==> config.mk <==
export PLATFORM = sky130hd
export DESIGN_NAME = ptp_evt_capture
export DESIGN_NICKNAME = d
export VERILOG_FILES = /design/src/rtl/ptp_cap_pkg.sv /design/src/rtl/ptp_cap_cfg.sv /design/src/rtl/ptp_frame_parser.sv /design/src/rtl/ptp_cap_store.sv /design/src/rtl/ptp_evt_capture.sv
export SDC_FILE = /design/constraint.sdc
export NUM_CORES = 2
export LEC_CHECK = 0
export ABC_CLOCK_PERIOD_IN_PS = 2000
export BUFFER_PORTS_ARGS = -buffer_cell sky130_fd_sc_hd__buf_2
export CORE_UTILIZATION = 25
export CTS_CLUSTER_DIAMETER = 80
export DETAILED_ROUTE_END_ITERATION = 6
export SLEW_MARGIN = 25
export SYNTH_ARGS = -nofsm -noshare
export SYNTH_HDL_FRONTEND = slang
export SYNTH_SLANG_ARGS = --single-unit
export TNS_END_PERCENT = 30
==> constraint.sdc <==
create_clock -name clk -period 2 [get_ports clk]
set_clock_uncertainty 0.15 [all_clocks]
set_input_delay 0 -clock clk [delete_from_list [all_inputs] [get_ports clk]]
set_output_delay 0 -clock clk [all_outputs]
set_load 0.05 [all_outputs]
==> src/rtl/ptp_cap_pkg.sv <==
package ptp_cap_pkg;
  localparam int SRCID_BYTES = 10;
  localparam int SRCID_W     = SRCID_BYTES * 8;
  localparam int SEQ_W       = 16;
  localparam int ADDR_W      = 48;
  localparam int N_FIXED     = 4;
  localparam int N_ADDR_EN   = N_FIXED + 1;
  localparam logic [ADDR_W-1:0] MCAST_BASE = 48'h01005E000181;
  localparam logic [7:0] CFG_RESET = 8'h0E;

  typedef enum logic [3:0] {
    MSG_SYNC      = 4'h0,
    MSG_DELAY_REQ = 4'h1
  } ptp_msg_e;

  typedef struct packed {
    logic       aux_en;
    logic [2:0] alt_en;
    logic       pri_en;
    logic       lock_tx;
    logic       lock_rx;
    logic       master;
  } cap_cfg_t;
endpackage

==> src/rtl/ptp_cap_cfg.sv <==
module ptp_cap_cfg
  import ptp_cap_pkg::*;
(
  input  logic              clk,
  input  logic              rst_n,
  input  logic              cfg_we,
  input  logic [7:0]        cfg_wdata,
  input  logic              aux_we,
  input  logic [ADDR_W-1:0] aux_wdata,
  output cap_cfg_t          cfg,
  output logic [ADDR_W-1:0] aux_addr
);
  always_ff @(posedge clk) begin
    if (!rst_n) begin
      cfg      <= cap_cfg_t'(CFG_RESET);
      aux_addr <= '0;
    end else begin
      if (cfg_we) cfg      <= cap_cfg_t'(cfg_wdata);
      if (aux_we) aux_addr <= aux_wdata;
    end
  end

  AST_CFG_HOLD: assert property (@(posedge clk) disable iff (!rst_n)
    !cfg_we |=> $stable(cfg));
endmodule

==> src/rtl/ptp_frame_parser.sv <==
module ptp_frame_parser
  import ptp_cap_pkg::*;
#(
  parameter int TS_W    = 64,
  parameter int HDR_OFS = 14,
  parameter bit IS_TX   = 1'b0
) (
  input  logic                 clk,
  input  logic                 rst_n,
  input  logic                 s_valid,
  input  logic                 s_sof,
  input  logic [7:0]           s_data,
  input  logic [TS_W-1:0]      ts_in,
  input  logic                 master,
  input  logic [N_ADDR_EN-1:0] addr_en,
  input  logic [ADDR_W-1:0]    aux_addr,
  output logic                 hit,
  output logic [TS_W-1:0]      hit_ts,
  output logic [SRCID_W-1:0]   hit_srcid,
  output logic [SEQ_W-1:0]     hit_seq
);
  localparam int SRC_OFS = HDR_OFS + 20;
  localparam int SEQ_OFS = HDR_OFS + 30;
  localparam int LAST    = HDR_OFS + 31;
  localparam int CW      = $clog2(LAST + 2);
  localparam logic [CW-1:0] IDX_DA_END  = CW'(6);
  localparam logic [CW-1:0] IDX_HDR     = CW'(HDR_OFS);
  localparam logic [CW-1:0] IDX_SRC     = CW'(SRC_OFS);
  localparam logic [CW-1:0] IDX_SRC_END = CW'(SRC_OFS + SRCID_BYTES);
  localparam logic [CW-1:0] IDX_SEQ     = CW'(SEQ_OFS);
  localparam logic [CW-1:0] IDX_LAST    = CW'(LAST);

  logic                active;
  logic [CW-1:0]       idx;
  logic [ADDR_W-1:0]   da;
  logic [3:0]          mtype;
  logic [SRCID_W-1:0]  srcid;
  logic [7:0]          seq_hi;
  logic [TS_W-1:0]     ts_hold;
  logic                addr_ok;
  logic                type_ok;
  ptp_msg_e            want;

  always_comb begin
    addr_ok = addr_en[N_FIXED] && (da == aux_addr);
    for (int k = 0; k < N_FIXED; k++)
      if (addr_en[k] && (da == MCAST_BASE + ADDR_W'(k))) addr_ok = 1'b1;
  end

  // Master: TX Sync / RX Delay_Req. Slave: the other way round.
  assign want    = (master == IS_TX) ? MSG_SYNC : MSG_DELAY_REQ;
  assign type_ok = (mtype == want);

  always_ff @(posedge clk) begin
    if (!rst_n) begin
      active    <= 1'b0;
      idx       <= '0;
      da        <= '0;
      mtype     <= '0;
      srcid     <= '0;
      seq_hi    <= '0;
      ts_hold   <= '0;
      hit       <= 1'b0;
      hit_ts    <= '0;
      hit_srcid <= '0;
      hit_seq   <= '0;
    end else begin
      hit <= 1'b0;
      if (s_valid) begin
        if (s_sof) begin
          active  <= 1'b1;
          idx     <= CW'(1);
          da      <= {{(ADDR_W-8){1'b0}}, s_data};
          ts_hold <= ts_in;
        end else if (active) begin
          idx <= idx + CW'(1);
          if (idx < IDX_DA_END) da <= {da[ADDR_W-9:0], s_data};
          if (idx == IDX_HDR) mtype <= s_data[3:0];
          if (idx >= IDX_SRC && idx < IDX_SRC_END)
            srcid <= {srcid[SRCID_W-9:0], s_data};
          if (idx == IDX_SEQ) seq_hi <= s_data;
          if (idx == IDX_LAST) begin
            active    <= 1'b0;
            hit       <= addr_ok && type_ok;
            hit_ts    <= ts_hold;
            hit_srcid <= srcid;
            hit_seq   <= {seq_hi, s_data};
          end
        end
      end
    end
  end

  AST_HIT_PULSE: assert property (@(posedge clk) disable iff (!rst_n)
    hit |=> !hit);
  AST_HIT_NEEDS_BYTE: assert property (@(posedge clk) disable iff (!rst_n)
    !s_valid |=> !hit);
endmodule

==> src/rtl/ptp_cap_store.sv <==
module ptp_cap_store
  import ptp_cap_pkg::*;
#(
  parameter int TS_W = 64
) (
  input  logic               clk,
  input  logic               rst_n,
  input  logic               hit,
  input  logic [TS_W-1:0]    hit_ts,
  input  logic [SRCID_W-1:0] hit_srcid,
  input  logic [SEQ_W-1:0]   hit_seq,
  input  logic               lock_en,
  input  logic               clr,
  output logic               irq,
  output logic [TS_W-1:0]    cap_ts,
  output logic [SRCID_W-1:0] cap_srcid,
  output logic [SEQ_W-1:0]   cap_seq
);
  logic write_ok;
  assign write_ok = hit && !(lock_en && irq);

  always_ff @(posedge clk) begin
    if (!rst_n) begin
      irq       <= 1'b0;
      cap_ts    <= '0;
      cap_srcid <= '0;
      cap_seq   <= '0;
    end else begin
      if (hit)      irq <= 1'b1;
      else if (clr) irq <= 1'b0;
      if (write_ok) begin
        cap_ts    <= hit_ts;
        cap_srcid <= hit_srcid;
        cap_seq   <= hit_seq;
      end
    end
  end

  AST_FLAG_SET: assert property (@(posedge clk) disable iff (!rst_n)
    hit |=> irq);
  AST_FLAG_CLEAR: assert property (@(posedge clk) disable iff (!rst_n)
    (clr && !hit) |=> !irq);
  AST_FLAG_STICKY: assert property (@(posedge clk) disable iff (!rst_n)
    (irq && !clr) |=> irq);
  AST_LOCK_HOLD: assert property (@(posedge clk) disable iff (!rst_n)
    (hit && lock_en && irq) |=> ($stable(cap_ts) && $stable(cap_srcid) && $stable(cap_seq)));
  AST_UNLOCKED_WRITE: assert property (@(posedge clk) disable iff (!rst_n)
    (hit && !lock_en) |=> (cap_seq == $past(hit_seq) && cap_ts == $past(hit_ts)));
endmodule

==> src/rtl/ptp_evt_capture.sv <==
module ptp_evt_capture
  import ptp_cap_pkg::*;
#(
  parameter int TS_W    = 64,
  parameter int HDR_OFS = 14
) (
  input  logic               clk,
  input  logic               rst_n,
  input  logic [TS_W-1:0]    ts_in,
  input  logic               cfg_we,
  input  logic [7:0]         cfg_wdata,
  input  logic               aux_we,
  input  logic [47:0]        aux_wdata,
  input  logic               rx_valid,
  output logic               rx_ready,
  input  logic               rx_sof,
  input  logic [7:0]         rx_data,
  input  logic               tx_valid,
  output logic               tx_ready,
  input  logic               tx_sof,
  input  logic [7:0]         tx_data,
  input  logic               rx_irq_clr,
  input  logic               tx_irq_clr,
  output logic               rx_irq,
  output logic               tx_irq,
  output logic [TS_W-1:0]    rx_cap_ts,
  output logic [79:0]        rx_cap_srcid,
  output logic [15:0]        rx_cap_seq,
  output logic [TS_W-1:0]    tx_cap_ts,
  output logic [79:0]        tx_cap_srcid,
  output logic [15:0]        tx_cap_seq
);
  localparam int N_DIR = 2;

  cap_cfg_t          cfg;
  logic [ADDR_W-1:0] aux_addr;
  logic [N_ADDR_EN-1:0] addr_en;

  logic               d_valid [N_DIR];
  logic               d_sof   [N_DIR];
  logic [7:0]         d_data  [N_DIR];
  logic               d_clr   [N_DIR];
  logic               d_lock  [N_DIR];
  logic               d_irq   [N_DIR];
  logic [TS_W-1:0]    d_ts    [N_DIR];
  logic [SRCID_W-1:0] d_srcid [N_DIR];
  logic [SEQ_W-1:0]   d_seq   [N_DIR];

  assign rx_ready = 1'b1;
  assign tx_ready = 1'b1;
  assign addr_en  = {cfg.aux_en, cfg.alt_en, cfg.pri_en};

  assign d_valid[0] = rx_valid;   assign d_valid[1] = tx_valid;
  assign d_sof[0]   = rx_sof;     assign d_sof[1]   = tx_sof;
  assign d_data[0]  = rx_data;    assign d_data[1]  = tx_data;
  assign d_clr[0]   = rx_irq_clr; assign d_clr[1]   = tx_irq_clr;
  assign d_lock[0]  = cfg.lock_rx;
  assign d_lock[1]  = cfg.lock_tx;

  assign rx_irq = d_irq[0];  assign rx_cap_ts = d_ts[0];
  assign rx_cap_srcid = d_srcid[0];  assign rx_cap_seq = d_seq[0];
  assign tx_irq = d_irq[1];  assign tx_cap_ts = d_ts[1];
  assign tx_cap_srcid = d_srcid[1];  assign tx_cap_seq = d_seq[1];

  ptp_cap_cfg u_cfg (
    .clk(clk), .rst_n(rst_n), .cfg_we(cfg_we), .cfg_wdata(cfg_wdata),
    .aux_we(aux_we), .aux_wdata(aux_wdata), .cfg(cfg), .aux_addr(aux_addr)
  );

  for (genvar d = 0; d < N_DIR; d++) begin : g_dir
    logic               hit;
    logic [TS_W-1:0]    hit_ts;
    logic [SRCID_W-1:0] hit_srcid;
    logic [SEQ_W-1:0]   hit_seq;

    ptp_frame_parser #(.TS_W(TS_W), .HDR_OFS(HDR_OFS), .IS_TX(d == 1)) u_parse (
      .clk(clk), .rst_n(rst_n), .s_valid(d_valid[d]), .s_sof(d_sof[d]),
      .s_data(d_data[d]), .ts_in(ts_in), .master(cfg.master),
      .addr_en(addr_en), .aux_addr(aux_addr), .hit(hit), .hit_ts(hit_ts),
      .hit_srcid(hit_srcid), .hit_seq(hit_seq)
    );

    ptp_cap_store #(.TS_W(TS_W)) u_store (
      .clk(clk), .rst_n(rst_n), .hit(hit), .hit_ts(hit_ts),
      .hit_srcid(hit_srcid), .hit_seq(hit_seq), .lock_en(d_lock[d]),
      .clr(d_clr[d]), .irq(d_irq[d]), .cap_ts(d_ts[d]),
      .cap_srcid(d_srcid[d]), .cap_seq(d_seq[d])
    );
  end

  AST_READY_HIGH: assert property (@(posedge clk) disable iff (!rst_n)
    rx_ready && tx_ready);
endmodule

### After elaboration in Yosys (flattened, before gate mapping)

Index checks and enable logic that the tools add are counted.

* input bits: 146
* register bits: 1122
* word-level logic and storage cells: 144

* mux-type cells: 30
* eq/ne operators: 18
* add/sub/neg operators: 2
* bitwise operators: 9
* reductions and logical operators: 42
* magnitude comparators: 6

Operator list (count)
* $eq 48x41->1 const B: 8
* $mux 48: 6
* $eq 48x48->1: 2
* $reduce_and 4->1: 8
* $eq 6x6->1 const B: 4
* $mux 6: 4
* $mux 1: 20
* $logic_and 1x1->1: 18
* $add 6x1->6 const B: 2
* $eq 6x4->1 const B: 2
* $ge 6x6->1 const B: 2
* $lt 6x3->1 const B: 2
* $lt 6x6->1 const B: 2
* $reduce_bool 2->1: 6
* $reduce_or 5->1: 2
* $not 1->1: 9
* $eq 4x4->1: 2
* $reduce_and 2->1: 4
* $reduce_and 3->1: 2
* $logic_not 1->1: 2

### Logic depth before layout (Yosys ltp)

* word-level depth: 7
* depth in mapped cells: 10
* mapped depth without buffers: 7

### Modules after synthesis

A second synthesis with hierarchy kept.

* cell total of the unflattened synthesis: 4924
* area total of the unflattened synthesis: 43735.7 um2

By module, submodules not included
* ptp_frame_parser (g_dir[1].u_parse): seq. area each 7447.1 um2, instances 1, cells an instance 1676, area each 14417.6 um2
* ptp_frame_parser (g_dir[0].u_parse): seq. area each 7447.1 um2, instances 1, cells an instance 1668, area each 14381.3 um2
* ptp_cap_store: seq. area each 3223.1 um2, instances 2, cells an instance 698, area each 6391.1 um2
* ptp_cap_cfg: seq. area each 1121.1 um2, instances 1, cells an instance 181, area each 2135.8 um2
* ptp_evt_capture: seq. area each 0.0 um2, instances 1, cells an instance 3, area each 18.8 um2

### Worst setup path before layout

OpenSTA, ideal clock, no wires.

* path type: reg-to-reg
* start: register g_dir[1].u_parse.idx[1]
* end: register g_dir[1].u_parse.hit_seq[0]
* required time: 1.734 ns
* cell stages (with the launch flop): 11
* buffers on the path: 3
* slack: -0.070 ns
* data arrival time: 1.804 ns
* path through: dfxtp_1 -> inv_1 -> ha_1 -> nand4b_1 -> or2_1 -> or3b_1 -> clkbuf_1 -> buf_2 -> buf_2 -> nand2_1 -> a21boi_1

* longest elaborated chain between the ends: 2

Ends and longest elaborated chain
* start, declared: RTL line ptp_frame_parser.sv:34 `logic [CW-1:0] idx;`
* start signal, assigned: RTL line ptp_frame_parser.sv:76 `idx <= idx + CW'(1);`
* $eq 6x6->1: RTL line ptp_frame_parser.sv:82 `if (idx == IDX_LAST) begin`
* $reduce_and 4->1 (no source line)
* end signal, assigned: RTL line ptp_frame_parser.sv:87 `hit_seq <= {seq_hi, s_data};`
* end, declared: RTL line ptp_frame_parser.sv:20 `output logic [SEQ_W-1:0] hit_seq`

No other way between the ends.
A chain may end at the register's enable or synchronous reset.

### Final worst setup path

* start: register g_dir[1].u_parse.idx[1]
* end: register g_dir[1].u_parse.hit_ts[23]

* longest elaborated chain between the ends: 2

Ends and longest elaborated chain
* $eq 6x6->1: RTL line ptp_frame_parser.sv:82
* $reduce_and 4->1 (no source line)
* end signal, assigned: RTL line ptp_frame_parser.sv:85 `hit_ts <= ts_hold;`
* end, declared: RTL line ptp_frame_parser.sv:18 `output logic [TS_W-1:0] hit_ts,`

No other way between the ends.

==> PnR_summary.wiki <==
{| class="wikitable"
! Metric !! Value
|-
| Fin. max-slew vios || 0
|-
| Internal power consumption || 0.0376 W
|-
| Final net count || 5867
|-
| Proportion of synthesized chip area in sequential cells || 52.7%
|-
| Netlist area before placement || 0.0427 mm²
|-
| CP Max Fanout || 7
|-
| Area growth from synthesis to layout || 34.7%
|-
| Total placed instance area || 0.0482 mm²
|-
| Placed instance count || 7394
|-
| Buffer levels on the longest clock path || 3
|-
| VDD IR-drop max || 0.000691 V
|-
| Ys flop type || dfxtp_1
|-
| Leakage dissipation || 21.2 nW
|-
| Beginning of the worst register-to-register path || g_dir[1].u_parse.idx[1]
|-
| Data arrival time of the worst path || 2.78 ns
|-
| Initial standard-cell utilization of the core || 25.2%
|-
| # hold bufs at CTS || 382
|-
| Final critical-path setup slack || -0.243 ns
|-
| Clock tree from TritonCTS || done
|-
| Total clock sinks || 1122
|-
| Number of placement rows || 151
|-
| Clock insertion delay at the later pin of the skew report || 0.75 ns
|-
| Initial antenna violation count || 9
|-
| Final worst path period share || 112%
|-
| Proportion of register bits with asynchronous set or reset after synthesis || 0%
|-
| Total routing usage reported by global routing || 15.2%
|-
| Type of the most critical hold path || in -> reg
|-
| Number of flops mapped to enable cells by yosys || 0
|-
| Port Buf Inserts || 467
|-
| Status || finished, violations left
|-
| Overall power after layout || 0.0485 W
|-
| Hold Vio Cnt, Final || 99
|-
| RSZ-0062 raised after global routing || yes
|-
| Total of warnings raised by yosys || 0
|-
| Final Non-Filler Cells || 8032
|-
| Detail Placement HPWL || 90700 µm
|-
| Multi-input combinational cell area || 0.0192 mm²
|-
| Via count of the first global-routing pass || 35643
|-
| Most frequently used cell type in the post-synthesis netlist || nand2_1
|-
| Vias after detailed routing || 36076
|-
| Post-Synthesis Cells || 4912
|-
| Ranking of synthesized cells by instance count || 1879 x nand2_1, 1122 x dfxtp_1, 788 x a21boi_0
|-
| Number of distinct library cells after synthesis || 50
|-
| Number of H-tree branching levels || 3
|-
| Fraction of layout cells with a size suffix above 1 || 17.0%
|-
| Mapped Avg Cell Area || 8.68 µm²
|-
| Worst Path Class, Setup || reg -> reg
|-
| Maximum number of pins on one net before global-route repair || 161
|-
| Die Outline Area || 0.172 mm²
|-
| Clock input transition at the sequential cells of the worst setup and hold paths || 0.06 ns
|-
| Ratio of routed vias to standard cells || 4.49
|-
| Worst Setup SP || g_dir[1].u_parse.idx[1]
|-
| Global-route wire length before repair || 207000 µm
|-
| Antenna-violating nets left || 0
|-
| Total negative slack for setup checks || -32.96 ns
|-
| Failing checks || hold timing, setup timing
|-
| Chip height || 415 µm
|-
| Fill cell count || 17276
|-
| Number of buffers created by CTS || 121
|-
| Nature of the critical path endpoint || flip-flop
|-
| Portion of synthesized cell area occupied by the leading cell type || 52.7%
|-
| Area used by sequential logic in the layout || 0.0225 mm²
|-
| Global placement routability congestion || 0.863
|-
| DRC Markers || 0
|-
| Cell area after layout || 0.0575 mm²
|-
| Routed wire per std cell || 17.5 µm
|-
| Switching Power || 0.0109 W
|-
| Switching fraction of total power || 22.4%
|-
| Final WL || 141000 µm
|-
| Remaining Overflow, GRT || 0
|-
| Transition at the pin with the smallest max-transition slack || 0.900 ns
|-
| Sequential fraction of design power || 47.0%
|-
| Portion of total power attributed to combinational logic || 5.0%
|-
| Utilization after layout || 33.9%
|-
| Synthesized flop and latch total || 1122
|-
| Number of top-level pins || 470
|-
| Max-cap violation count || 0
|-
| Core region area || 0.169 mm²
|-
| Time the worst path needs with I/O delays and setup || 2.24 ns
|-
| Post-synth top area cell || dfxtp_1
|-
| Final setup violation count || 232
|-
| Kind of start point of the critical path || flip-flop
|-
| Number of detailed-route iterations in the first pass || 7
|-
| Initial DRC count || 2386
|-
| Largest cells by area after synthesis || dfxtp_1 53%, nand2_1 17%, a21boi_0 14%
|-
| Worst EP required || 2.53 ns
|-
| Worst rel slew slack || 39.8%
|-
| Clock power share || 48.0%
|-
| Fmax || 446 MHz
|-
| Startpoint of the tightest hold check path || tx_valid
|-
| Pwr/cell area || 844 mW/mm²
|-
| Die outline width || 415 µm
|-
| Hold slack || -0.242 ns
|-
| CTS root buffer || clkbuf_16
|}
## critical path, stage by stage (launching register included)
cell and delay, ns:
dfxtp_2 0.32, inv_2 0.07, ha_4 0.12, nand4b_1 0.10
or2_1 0.27, buf_6 0.14, nor3b_4 0.24, buf_4 0.16
buf_12 0.17, clkbuf_16 0.20, nand2_2 0.06, a21boi_2 0.12
## sequential cells by signal, summed over array words and instances (netlist names), 12 cells and up
| name | cells |
|---|---|
| g_dir.u_parse.hit_srcid | 160 |
| g_dir.u_parse.idx | 12 |
| g_dir.u_parse.hit_seq | 32 |
| g_dir.u_parse.srcid | 160 |
| g_dir.u_parse.hit_ts | 128 |
| g_dir.u_store.cap_srcid | 160 |
| g_dir.u_parse.ts_hold | 128 |
| g_dir.u_parse.da | 96 |
| g_dir.u_parse.seq_hi | 16 |
| u_cfg.aux_addr | 48 |
| g_dir.u_store.cap_seq | 32 |
| g_dir.u_store.cap_ts | 128 |
## stage by stage
stage,setup WS (ns),hold WS [ns]
after floorplan,-0.0174,-0.0216
after global placement,-0.431,0.0702
after detailed placement,-0.414,0.0761
after CTS,-0.173,-0.314
after global routing,-0.301,-0.258
final,-0.243,-0.242
## cell families after synthesis
logic type	count (synthesis)	synth area share [%]
AO/OA/AOI/OAI	1035	18.1
XOR/XNOR	104	2.14
adder cells (fa/ha/maj)	7	0.205
buffers and inverters	362	3.54
flip-flops	1122	52.7
multiplexers	96	2.25
other	1	0.00879
AND/OR/NAND/NOR	2185	21.1
## layer usage
layer / vias to the layer above / global-route usage [%] / part of all wire [%]
met3: 283 / 2.50 / 3.8
met4: 4 / 7.74 / 4.6
met1: 17409 / 17.9 / 42
met5: - / 0 / 0.016
met2: 742 / 26.4 / 49
li1: 17638 / - / -
## power by group through the flow
stage	Sequential, W	Clock (W)	Combinational, W
4_1_cts	0.0228	0.0239	0.00235
2_1_floorplan	0.0232	0	0.00105
5_1_grt	0.0228	0.0247	0.00257
6_report	0.0228	0.0233	0.00241
3_3_place_gp	0.0233	0	0.00168
3_5_place_dp	0.0233	0	0.00170
## cell usage in the layout, fill, tap and decap left out, drive strengths merged, types with 2 or more instances in the layout
cell and n:
a211o 2, a211oi 2, a21boi 928, a21oi 4
a22oi 81, and2 7, and3 4, and4b 3
buf 637, bufinv 10, clkbuf 199, clkinv 19
clkinvlp 3, conb 2, dfxtp 1122, diode 4
dlygate4sd3 379, ha 7, inv 10, mux2i 96
nand2 1880, nand3 11, nand4 19, nand4b 2
nor2 18, nor2b 180, nor3 12, nor3b 2
nor4 27, nor4b 9, o21a 4, o21ai 9
o22ai 2, or2 2, or3 3, or3b 2
or4 3, xnor2 42, xor2 62
## final timing paths
path | end | slack (ns) | cells after the start
max reg2reg | g_dir[1].u_parse.hit_ts[23] | -0.24 | 11
max | g_dir[1].u_parse.hit_ts[23] | -0.24 | 11
min reg2reg | g_dir[1].u_parse.hit_ts[14] | 0.30 | 2
min | g_dir[1].u_parse.da[3] | -0.24 | 5
## repair_timing
| action | 4_1_cts | 5_1_grt |
|---|---|---|
| pin swaps | 1 | 112 |
| endpoints found under the hold margin | 1122 | 87 |
| endpoints found under the setup margin | 230 | 388 |
| gates cloned | 0 | 26 |
| gates resized for setup | 3 | 230 |
| setup buffers | 0 | 8 |
## layout make-up
cell class                      count  area share (%)
Antenna cell                        4          0.0174
Clock buffer                      183            6.30
Clock inverter                     36           0.965
Inverter                            6          0.0392
Multi-Input combinational cell   3430            33.5
Sequential cell                  1122            39.1
Tap cell                         2218            4.83
Timing Repair Buffer             1033            15.3
Note: power is estimated with default switching activity, not from simulation.
